--- config.mk ---
export PLATFORM = sky130hd
export DESIGN_NAME = loc_arbiter
export DESIGN_NICKNAME = d
export VERILOG_FILES = /design/src/rtl/loc_arb_pkg.sv /design/src/rtl/loc_sel_reg.sv /design/src/rtl/loc_owner.sv /design/src/rtl/loc_status_fmt.sv /design/src/rtl/loc_arbiter.sv
export SDC_FILE = /design/constraint.sdc
export NUM_CORES = 1
export LEC_CHECK = 0
export BUFFER_PORTS_ARGS = -buffer_cell sky130_fd_sc_hd__buf_2
export CAP_MARGIN = 20
export CORE_ASPECT_RATIO = 0.9
export CORE_UTILIZATION = 35
export DETAILED_ROUTE_END_ITERATION = 6
export PLACE_DENSITY_LB_ADDON = 0.2
export SLEW_MARGIN = 20
export SYNTH_ARGS = -nofsm -noshare
export SYNTH_HDL_FRONTEND = slang
export SYNTH_HIERARCHICAL = 1
export SYNTH_SLANG_ARGS = --single-unit
--- constraint.sdc ---
create_clock -name clk_i -period 2.8 [get_ports clk_i]
set_clock_uncertainty 0.2 [all_clocks]
set_input_delay 0.84 -clock clk_i [delete_from_list [all_inputs] [get_ports clk_i]]
set_output_delay 0.84 -clock clk_i [all_outputs]
set_load 0.01 [all_outputs]
--- src/rtl/loc_arb_pkg.sv ---
package loc_arb_pkg;
  localparam int B_EST    = 0;
  localparam int B_REQ    = 1;
  localparam int B_PEND   = 2;
  localparam int B_SEIZE  = 3;
  localparam int B_SEIZED = 4;
  localparam int B_ACT    = 5;
  localparam int B_VALID  = 7;
endpackage

--- src/rtl/loc_sel_reg.sv ---
module loc_sel_reg #(
  parameter int NUM_LOC = 5,
  parameter int LW      = $clog2(NUM_LOC)
) (
  input  logic          clk_i,
  input  logic          rst_ni,
  input  logic          wr_i,
  input  logic [7:0]    data_i,
  output logic [LW-1:0] sel_o
);
  logic [LW-1:0] sel_q;

  always_ff @(posedge clk_i or negedge rst_ni) begin
    if (!rst_ni)                                  sel_q <= '0;
    else if (wr_i && (32'(data_i) < NUM_LOC))     sel_q <= data_i[LW-1:0];
  end

  assign sel_o = sel_q;

  p_sel_range_r2: assert property (@(posedge clk_i) disable iff (!rst_ni)
    32'(sel_q) < NUM_LOC);
  p_sel_hold_r2: assert property (@(posedge clk_i) disable iff (!rst_ni)
    (wr_i && 32'(data_i) >= NUM_LOC) |=> $stable(sel_q));
endmodule

--- src/rtl/loc_owner.sv ---
module loc_owner
  import loc_arb_pkg::*;
#(
  parameter int NUM_LOC = 5,
  parameter int LW      = $clog2(NUM_LOC)
) (
  input  logic               clk_i,
  input  logic               rst_ni,
  input  logic               wr_i,
  input  logic [LW-1:0]      wl_i,
  input  logic [7:0]         wd_i,
  output logic [NUM_LOC-1:0] req_o,
  output logic [NUM_LOC-1:0] seized_o,
  output logic [NUM_LOC-1:0] act_oh_o
);
  logic               own_v_q, own_v_n;
  logic [LW-1:0]      own_q, own_n;
  logic [NUM_LOC-1:0] req_q, req_n, seized_q, seized_n;
  logic [LW-1:0]      hi_req;

  // highest-numbered waiting requester
  always_comb begin
    hi_req = '0;
    for (int i = 0; i < NUM_LOC; i++)
      if (req_q[i]) hi_req = LW'(i);
  end

  always_comb begin
    own_v_n  = own_v_q;
    own_n    = own_q;
    req_n    = req_q;
    seized_n = seized_q;
    if (wr_i) begin
      if (wd_i[B_SEIZED]) seized_n[wl_i] = 1'b0;
      if (wd_i[B_SEIZE]) begin
        if (!own_v_q || wl_i > own_q) begin
          if (own_v_q) seized_n[own_q] = 1'b1;
          own_v_n     = 1'b1;
          own_n       = wl_i;
          req_n[wl_i] = 1'b0;
        end
      end else if (wd_i[B_ACT]) begin
        if (own_v_q && wl_i == own_q) begin
          if (|req_q) begin
            own_n         = hi_req;
            req_n[hi_req] = 1'b0;
          end else begin
            own_v_n = 1'b0;
          end
        end
      end else if (wd_i[B_REQ]) begin
        if (!own_v_q) begin
          own_v_n = 1'b1;
          own_n   = wl_i;
        end else if (wl_i != own_q) begin
          req_n[wl_i] = 1'b1;
        end
      end
    end
  end

  always_ff @(posedge clk_i or negedge rst_ni) begin
    if (!rst_ni) begin
      own_v_q  <= 1'b0;
      own_q    <= '0;
      req_q    <= '0;
      seized_q <= '0;
    end else begin
      own_v_q  <= own_v_n;
      own_q    <= own_n;
      req_q    <= req_n;
      seized_q <= seized_n;
    end
  end

  for (genvar g = 0; g < NUM_LOC; g++) begin : g_oh
    assign act_oh_o[g] = own_v_q && (own_q == LW'(g));
  end

  assign req_o    = req_q;
  assign seized_o = seized_q;

  p_onehot_r4: assert property (@(posedge clk_i) disable iff (!rst_ni)
    $onehot0(act_oh_o));
  p_no_self_req_r5: assert property (@(posedge clk_i) disable iff (!rst_ni)
    own_v_q |-> !req_q[own_q]);
  p_low_seize_r6: assert property (@(posedge clk_i) disable iff (!rst_ni)
    (wr_i && wd_i[B_SEIZE] && own_v_q && wl_i <= own_q) |=> (own_v_q && $stable(own_q)));
  p_seize_take_r7: assert property (@(posedge clk_i) disable iff (!rst_ni)
    (wr_i && wd_i[B_SEIZE] && own_v_q && wl_i > own_q) |=> (own_v_q && own_q == $past(wl_i)));
  p_rel_idle_r9: assert property (@(posedge clk_i) disable iff (!rst_ni)
    (wr_i && !wd_i[B_SEIZE] && wd_i[B_ACT] && own_v_q && wl_i == own_q && req_q == '0)
    |=> !own_v_q);
endmodule

--- src/rtl/loc_status_fmt.sv ---
module loc_status_fmt
  import loc_arb_pkg::*;
#(
  parameter int NUM_LOC = 5
) (
  input  logic [NUM_LOC-1:0]   req_i,
  input  logic [NUM_LOC-1:0]   seized_i,
  input  logic [NUM_LOC-1:0]   act_oh_i,
  output logic [NUM_LOC*8-1:0] access_o
);
  for (genvar g = 0; g < NUM_LOC; g++) begin : g_byte
    logic [NUM_LOC-1:0] others;
    logic [7:0]         b;
    assign others = req_i & ~(NUM_LOC'(1) << g);
    always_comb begin
      b           = '0;
      b[B_VALID]  = 1'b1;
      b[B_EST]    = 1'b1;
      b[B_REQ]    = req_i[g];
      b[B_PEND]   = |others;
      b[B_SEIZED] = seized_i[g];
      b[B_ACT]    = act_oh_i[g];
    end
    assign access_o[g*8 +: 8] = b;
  end
endmodule

--- src/rtl/loc_arbiter.sv ---
module loc_arbiter
  import loc_arb_pkg::*;
#(
  parameter int NUM_LOC = 5,
  parameter int LW      = $clog2(NUM_LOC)
) (
  input  logic                 clk_i,
  input  logic                 rst_ni,
  input  logic                 sel_wr_i,
  input  logic [7:0]           sel_data_i,
  input  logic                 host_wr_i,
  input  logic [7:0]           host_data_i,
  input  logic                 hw_wr_i,
  input  logic [7:0]           hw_data_i,
  output logic [LW-1:0]        sel_o,
  output logic [NUM_LOC*8-1:0] access_o,
  output logic [NUM_LOC-1:0]   active_oh_o
);
  localparam logic [LW-1:0] HW_LOC = LW'(NUM_LOC - 1);

  logic [LW-1:0]      sel;
  logic               wr;
  logic [LW-1:0]      wl;
  logic [7:0]         wd;
  logic [NUM_LOC-1:0] req, seized, act_oh;

  loc_sel_reg #(.NUM_LOC(NUM_LOC), .LW(LW)) i_sel (
    .clk_i, .rst_ni, .wr_i(sel_wr_i), .data_i(sel_data_i), .sel_o(sel)
  );

  // hardware port wins; host may not reach the hardware locality
  always_comb begin
    if (hw_wr_i) begin
      wr = 1'b1;
      wl = HW_LOC;
      wd = hw_data_i;
    end else begin
      wr = host_wr_i && (sel != HW_LOC);
      wl = sel;
      wd = host_data_i;
    end
  end

  loc_owner #(.NUM_LOC(NUM_LOC), .LW(LW)) i_own (
    .clk_i, .rst_ni, .wr_i(wr), .wl_i(wl), .wd_i(wd),
    .req_o(req), .seized_o(seized), .act_oh_o(act_oh)
  );

  loc_status_fmt #(.NUM_LOC(NUM_LOC)) i_fmt (
    .req_i(req), .seized_i(seized), .act_oh_i(act_oh), .access_o(access_o)
  );

  assign sel_o       = sel;
  assign active_oh_o = act_oh;

  p_host_hw_blocked_r3: assert property (@(posedge clk_i) disable iff (!rst_ni)
    (host_wr_i && !hw_wr_i && sel == HW_LOC) |=> $stable(access_o[(NUM_LOC-1)*8 +: 8]));
endmodule

==> results of run 1 <==
## routing by layer
layer | global-route usage | wire, um
met5 | 0 | 0
met4 | 0.0375 | 16
met3 | 0.0156 | 177
met2 | 0.252 | 1490
met1 | 0.243 | 1860
## worst max path at each step
stage                  from  slack (ns)                    endpoint
floorplan           hw_wr_i       -0.17  i_own/req_o[0]$_DFFE_PN0P_
detailed placement  hw_wr_i       -0.24  i_own/req_o[0]$_DFFE_PN0P_
finish              hw_wr_i        0.07  i_own/req_o[0]$_DFFE_PN0P_
global placement    hw_wr_i       -0.22  i_own/req_o[0]$_DFFE_PN0P_
CTS                 hw_wr_i        0.02  i_own/req_o[4]$_DFFE_PN0P_
global route        hw_wr_i       0.007  i_own/req_o[0]$_DFFE_PN0P_
## flip-flops by register name, indices dropped and copies added, names as in the netlist
name,count
i_own/seized_o,5
i_own/own_q,3
i_sel/sel_o,3
i_own/own_v_q,1
i_own/req_o,5
## cells in the final DEF, fill, tap and decap left out, types with 4 or more instances in the layout
cell and n:
a21oi_1 10, buf_2 47, buf_4 20, conb_1 20, dfrtp_1 17, inv_1 7
mux2_2 5, mux2i_1 4, nand2_1 14, nand3b_1 4, nor2_1 12, nor3_1 6
o21ai_0 8, o31ai_1 4, or4_1 6
## power breakdown
| group | total, mW | switching [mW] | internal, mW | leakage (nW) |
|---|---|---|---|---|
| Combinational | 0.825 | 0.436 | 0.389 | 0.720 |
| Sequential | 0.385 | 0.0752 | 0.309 | 0.221 |
| Clock | 0.187 | 0.0882 | 0.0989 | 0.0255 |
## worst reg2reg max path, stage by stage, from the launching register on
cell and delay [ns]:
dfrtp_1 0.48, inv_1 0.12, ha_1 0.32, and3_4 0.19, o21a_1 0.19, a2111oi_4 0.42
a21bo_1 0.25, a32o_1 0.19
## cell type report
type	instances	area (um^2)
sequential	17	425
clock inverter	1	5.00
multi-input combinational	129	878
tap	48	60.1
inverter	8	30.0
clock buffer	3	41.3
timing repair buffer	68	397
fill	430	2290
## stage by stage
step / area (um^2) / setup WS [ns] / utilization / std cells
final: 1840 / 0.0687 / 0.445 / 274
after global routing: 1840 / 0.00736 / 0.445 / 274
after CTS: 1820 / 0.0214 / 0.440 / 273
after detailed placement: 1770 / -0.241 / 0.428 / 269
after global placement: 1770 / -0.216 / 0.428 / 269
after floorplan: 1640 / -0.175 / - / 194
## repair_timing
action | in CTS | in global routing
endpoints found under the setup margin | 0 | 8
setup buffers | 0 | 1
gates resized for setup | 0 | 5
==> results_dict.tcl, run 1 <==
set metrics [dict create \
    run_status "finished, violations left" \
    failed_checks "DRC" \
    finalWirelength_um 3550 \
    tritoncts_clock_tree "done" \
    cts.htree.levels 1 \
    clockBufferDepth 2 \
    fin_crit_ns 2.73 \
    worstHoldPathType "primary input to async pin" \
    totalNegativeSetupSlack_ns 0 \
    clock_transition_time_at_the_flip_flop_clock_pins_of_the_worst_setup_and_hold_paths_ns 0.07 \
    dp_hpwl_um 2780 \
    timing_worst_setup_path_type "primary input to flip-flop" \
    clock_sink_count 17 \
    die_h_um 64.5 \
    worst_ir_drop_vdd_mv 0.326 \
    maxClockFrequency_mhz 366 \
    drt_pre_antenna_iters 6 \
    cp.depth 8 \
    grt_util_all_layers 0.163 \
    capture_point_of_the_worst_reg_to_reg_path "i_own/req_o[0]$_DFFE_PN0P_" \
    route.antenna.remaining_nets 0 \
    rsz0062_at_grt "no" \
    fp.dieArea_um2 4600 \
    final_min_period_over_clock_period 0.975 \
    die_width_um 71.4 \
    clk_latency_ns 0.26 \
    initial_core_util 0.368 \
    setup_viol 0 \
    port_buffer_cells 48 \
    detail_route.iter0.violations 54 \
    critPathBufInv 1 \
    ff2ff_setup_slack_ns 0.33 \
    ff2ff_path_depth 7 \
    gp_congestion 0.838 \
    timing.critical_path.required_ns 2.74 \
    relative_area_change_from_synthesis_to_final_layout_pct 21.0 \
    vias 1322 \
    cts_root_buffer "clkbuf_8" \
    crit-reg2reg-launch "i_own/own_q[1]$_DFFE_PN0P_" \
    timing.hold.ws_ns 0.304 \
    syn_avg_cell_area_um2 8.62 \
    cp_data_arrival_time_ns 2.67 \
    cts_hold_buffers 0 \
    setup.worst_path.end_class "flip-flop" \
    route.detailed.drc 9 \
    post_route_cells_drive_above_1_share 0.403 \
    final_number_of_hold_violating_endpoints 0 \
    placeableCoreArea_um2 4130 \
    grt.overflow.total 0 \
    boundaryPins 77 \
    grt_antenna_before_repair 0 \
    path_cells "buf_6 > or2_4 > ha_4 > and3_4 > o21a_1 > a2111oi_4 > a21bo_1 > a32o_1" \
    pwr_density_cell_nw_per_um2 760 \
    grt_max_degree 18 \
    cts_made_buffers 3 \
    yosysWarningCount 6 \
    synth_cell_area_um2 1520 \
    cap_violations 0 \
    cp_top_family "compound AO/OA/AOI/OAI gates" \
    timing.critical_path.slowest_cell_delay_ns 0.42 \
    num-nets-final 259 \
    cp-start-kind "primary input" \
    crit_slowest_cell "a2111oi_4" \
    via_per_inst 4.82 \
    std_cell_rows 22 \
    fin_total_pwr_mw 1.40 \
    post_synthesis_cell_count 176 \
    grt_pass1_wl_um 5930 \
    worst_path_fanout_max 5 \
    via_count_of_the_first_global_routing_pass 1233 \
    timing.final.max_slew_violations 0 \
    power.leakage_nw 0.966 \
    routed_length_per_instance_um 13.0 \
    number_of_antenna_cells_inserted 0 \
]
Note: power is estimated with default switching activity, not from simulation.
==> run 2: changes to the inputs <==
BUFFER_PORTS_ARGS = -buffer_cell sky130_fd_sc_hd__clkbuf_2   (was -buffer_cell sky130_fd_sc_hd__buf_2)
CORE_UTILIZATION = 25   (was 35)
==> results_dict.tcl, run 2 (synthesized netlist as in run 1, its figures left out) <==
set metrics [dict create \
    grt.overflow.total 0 \
    die_width_um 84.1 \
    fin_total_pwr_mw 1.42 \
    totalNegativeSetupSlack_ns 0 \
    grt_pass1_wl_um 5910 \
    timing_worst_setup_path_type "primary input to flip-flop" \
    timing.critical_path.slowest_cell_delay_ns 0.39 \
    timing.final.max_slew_violations 0 \
    port_buffer_cells 48 \
    placeableCoreArea_um2 5760 \
    setup_viol 0 \
    detail_route.iter0.violations 86 \
    clock_sink_count 17 \
    layout.cells.most_common "clkbuf_2" \
    boundaryPins 77 \
    via_per_inst 4.43 \
    nFillCells 625 \
    cts_hold_buffers 0 \
    cp-startpoint "hw_wr_i" \
    maxClockFrequency_mhz 367 \
    worst_ir_drop_vdd_mv 0.225 \
    cts_made_buffers 3 \
    crit-reg2reg-launch "i_own/own_q[1]$_DFFE_PN0P_" \
    setup.worst_path.end_class "flip-flop" \
    cp-start-kind "primary input" \
    num-nets-final 261 \
    mostFrequentLayoutCells "clkbuf_2, buf_4, conb_1" \
    worst_path_most_repeated_cell "buf_4" \
    power.leakage_nw 0.959 \
    tritoncts_clock_tree "done" \
    rsz0062_at_grt "yes" \
    path_cells "buf_4 > or2_4 > ha_4 > and4_1 > o21ai_2 > a2111oi_4 > buf_4 > o21ai_0 > a22o_1" \
    via_count_of_the_first_global_routing_pass 1227 \
    die_h_um 75.9 \
    cap_violations 0 \
    run_status "finished, violations left" \
    fp.dieArea_um2 6390 \
    clockBufferDepth 2 \
    route.antenna.remaining_nets 0 \
    vias 1321 \
    dp_hpwl_um 2970 \
    clk_latency_ns 0.26 \
    worst_path_fanout_max 5 \
    failed_checks "DRC" \
    crit_slowest_cell "a2111oi_4" \
    fin_crit_ns 2.72 \
    worstHoldPathType "primary input to async pin" \
    final_min_period_over_clock_period 0.972 \
    grt_max_degree 18 \
    clock_transition_time_at_the_flip_flop_clock_pins_of_the_worst_setup_and_hold_paths_ns 0.07 \
    grt_antenna_before_repair 0 \
    routed_length_per_instance_um 12.2 \
    post_route_cells_drive_above_1_share 0.399 \
    cts.htree.levels 1 \
    std_cell_rows 26 \
    utilization 0.324 \
    grt_util_all_layers 0.117 \
    finalWirelength_um 3650 \
    gp_congestion 0.758 \
    drt_pre_antenna_iters 6 \
    initial_core_util 0.264 \
    number_of_antenna_cells_inserted 0 \
    relative_area_change_from_synthesis_to_final_layout_pct 23.1 \
    route.detailed.drc 10 \
    cts_root_buffer "clkbuf_8" \
    cp_data_arrival_time_ns 2.67 \
    timing.critical_path.required_ns 2.75 \
    pwr_density_cell_nw_per_um2 761 \
    final_number_of_hold_violating_endpoints 0 \
]
run 2: final cells by class:
class                   instances  area, um^2  area share
flip-flops and latches         17         425       0.228
repair buffers                 70         408       0.218
inverters                       8        30.0      0.0161
well taps                      70        87.6      0.0469
clock buffers                   3        41.3      0.0221
multi-input cells             129         871       0.466
clock inverters                 1        5.00     0.00268
run 2: per-layer routing:
layer | up-vias | GRT usage | wire, um
li1 | 676 | - | -
met3 | 4 | 0.0370 | 175
met5 | - | 0 | 0
met4 | 0 | 0.0241 | 26
met1 | 609 | 0.156 | 1760
met2 | 32 | 0.186 | 1680
run 2: repair_timing:
action / CTS / global route
gates resized for setup: 0 / 3
setup buffers: 0 / 1
endpoints found under the setup margin: 0 / 7
run 2: metrics by stage:
step	std cells	area (um^2)	hold slack, ns	setup slack, ns
finish	298	1870	0.313	0.0784
global route	298	1870	0.342	-0.0215
CTS	297	1860	0.323	0.00671
detailed placement	293	1810	0.309	-0.275
global placement	293	1810	0.304	-0.272
floorplan	194	1640	0.269	-0.175
run 2: worst paths after layout:
check                      slack, ns                            end  cells after the start
setup / recovery                0.08     i_own/req_o[1]$_DFFE_PN0P_                      9
hold / removal                  0.31     i_own/own_q[2]$_DFFE_PN0P_                      1
setup reg to reg                0.35     i_own/req_o[1]$_DFFE_PN0P_                      8
hold reg to reg                 0.32  i_own/seized_o[4]$_DFFE_PN0P_                      2
max in group asynchronous       1.78     i_own/own_q[1]$_DFFE_PN0P_                      1
min in group clk_i              0.32  i_own/seized_o[4]$_DFFE_PN0P_                      2
run 2: critical path, delay by kind of cell:
family	cells	cell delay (ns)
compound gates	4	0.77
buf+inv	2	0.34
simple gates	2	0.44
fa+ha+maj	1	0.28
run 2: power by group:
group	switching (mW)	total [mW]	internal (mW)
combinational	0.440	0.847	0.407
clock	0.0901	0.189	0.0989
sequential	0.0766	0.386	0.309
total	0.606	1.42	0.816
==> run 3: changes to the inputs <==
clock period = 2.63 ns   (was 2.8 ns; I/O delays follow)
==> results_dict.tcl, run 3 (synthesized netlist as in run 1, its figures left out) <==
set metrics [dict create \
    num-nets-final 263 \
    grt_util_all_layers 0.123 \
    std_cell_rows 26 \
    tritoncts_clock_tree "done" \
    run_status "finished, violations left" \
    die_h_um 75.9 \
    setup.worst_path.end_class "flip-flop" \
    place_worst_setup_slack_ns -0.408 \
    grt_antenna_before_repair 0 \
    vias 1352 \
    clk_latency_ns 0.25 \
    worst_path_fanout_max 6 \
    setup_ws_ns -0.0568 \
    rsz0062_at_grt "yes" \
    timing.final.max_slew_violations 0 \
    timing.hold.ws_ns 0.280 \
    via_count_of_the_first_global_routing_pass 1254 \
    fin_total_pwr_mw 1.53 \
    post_route_cells_drive_above_1_share 0.413 \
    clock_sink_count 17 \
    route.antenna.remaining_nets 0 \
    placeableCoreArea_um2 5760 \
    cts.htree.levels 1 \
    via_per_inst 4.51 \
    die_width_um 84.1 \
    number_of_antenna_cells_inserted 0 \
    pwr_density_cell_nw_per_um2 798 \
    dp_hpwl_um 3030 \
    utilization 0.332 \
    nFillCells 614 \
    timing_worst_setup_path_type "primary input to flip-flop" \
    routed_length_per_instance_um 12.2 \
    finalWirelength_um 3670 \
    cap_violations 0 \
    power.leakage_nw 0.976 \
    setup_viol 2 \
    relative_area_change_from_synthesis_to_final_layout_pct 26.1 \
    layout.cells.most_common "clkbuf_2" \
    timing.critical_path.required_ns 2.57 \
    worst_ir_drop_vdd_mv 0.262 \
    gp_congestion 0.827 \
    port_buffer_cells 48 \
    grt.overflow.total 0 \
    detail_route.iter0.violations 76 \
    grt_max_degree 18 \
    cp_data_arrival_time_ns 2.63 \
    cts_root_buffer "clkbuf_8" \
    final_number_of_hold_violating_endpoints 0 \
    fin_crit_ns 2.69 \
    drt_pre_antenna_iters 6 \
    mostFrequentLayoutCells "clkbuf_2, buf_4, conb_1" \
    cts_hold_buffers 0 \
    boundaryPins 77 \
    worstHoldPathType "primary input to async pin" \
    clock_transition_time_at_the_flip_flop_clock_pins_of_the_worst_setup_and_hold_paths_ns 0.07 \
    grt_pass1_wl_um 6240 \
    maxClockFrequency_mhz 372 \
    fp.dieArea_um2 6390 \
    clockBufferDepth 2 \
    failed_checks "DRC, setup timing" \
    route.detailed.drc 12 \
    final_min_period_over_clock_period 1.02 \
    cts_made_buffers 3 \
    cp-start-kind "primary input" \
    initial_core_util 0.264 \
]
## run 3: what timing repair did
action	4_1_cts	5_1_grt
gates resized for setup	3	4
endpoints found under the setup margin	6	8
setup buffers	0	2
pin swaps	1	2
## run 3: layout make-up
cell class | instances | area, um^2 | area share
clock buffers | 4 | 45.0 | 0.0235
inverters | 8 | 30.0 | 0.0157
multi-input cells | 129 | 882 | 0.461
flip-flops and latches | 17 | 425 | 0.222
well taps | 70 | 87.6 | 0.0458
repair buffers | 72 | 444 | 0.232
## run 3: final timing paths
kind                       slack [ns]                             to  cells past startpoint                     startpoint
setup / recovery                -0.06     i_own/req_o[0]$_DFFE_PN0P_                      8                        hw_wr_i
hold / removal                   0.28     i_sel/sel_o[1]$_DFFE_PN0P_                      1                         rst_ni
setup reg to reg                 0.16     i_own/req_o[0]$_DFFE_PN0P_                      7     i_sel/sel_o[2]$_DFFE_PN0P_
hold reg to reg                  0.31  i_own/seized_o[3]$_DFFE_PN0P_                      2  i_own/seized_o[3]$_DFFE_PN0P_
max in group asynchronous        1.62     i_own/own_q[0]$_DFFE_PN0P_                      1                         rst_ni
min in group clk_i               0.31  i_own/seized_o[3]$_DFFE_PN0P_                      2  i_own/seized_o[3]$_DFFE_PN0P_
## run 3: critical path: stages
cell and delay (ns):
clkbuf_16 0.14, or2_4 0.25, ha_4 0.28, and4_1 0.20, o21ai_2 0.09, a2111oi_4 0.44
a21bo_1 0.25, a32o_1 0.19
## run 3: power by group
group	leakage [nW]	switching (mW)	total, mW	internal, mW
clock	0.0228	0.0922	0.200	0.107
sequential	0.221	0.0780	0.407	0.329
combinational	0.733	0.482	0.921	0.440
## run 3: stage by stage
stage | cell area (um^2) | std cells | TNS [ns]
2_1_floorplan | 1640 | 194 | -0.840
3_3_place_gp | 1820 | 294 | -2.92
3_5_place_dp | 1820 | 294 | -3.08
4_1_cts | 1880 | 298 | -0.0809
5_1_grt | 1910 | 300 | -0.514
6_report | 1910 | 300 | -0.0872
## run 3: metal layers
metal	part of all wire	wire (um)	global-route usage	up-vias
met5	0	0	0	-
met4	0.0027	10	0.0259	0
met2	0.45	1660	0.187	37
met1	0.50	1830	0.179	631
li1	-	-	-	682
met3	0.045	165	0.0229	2
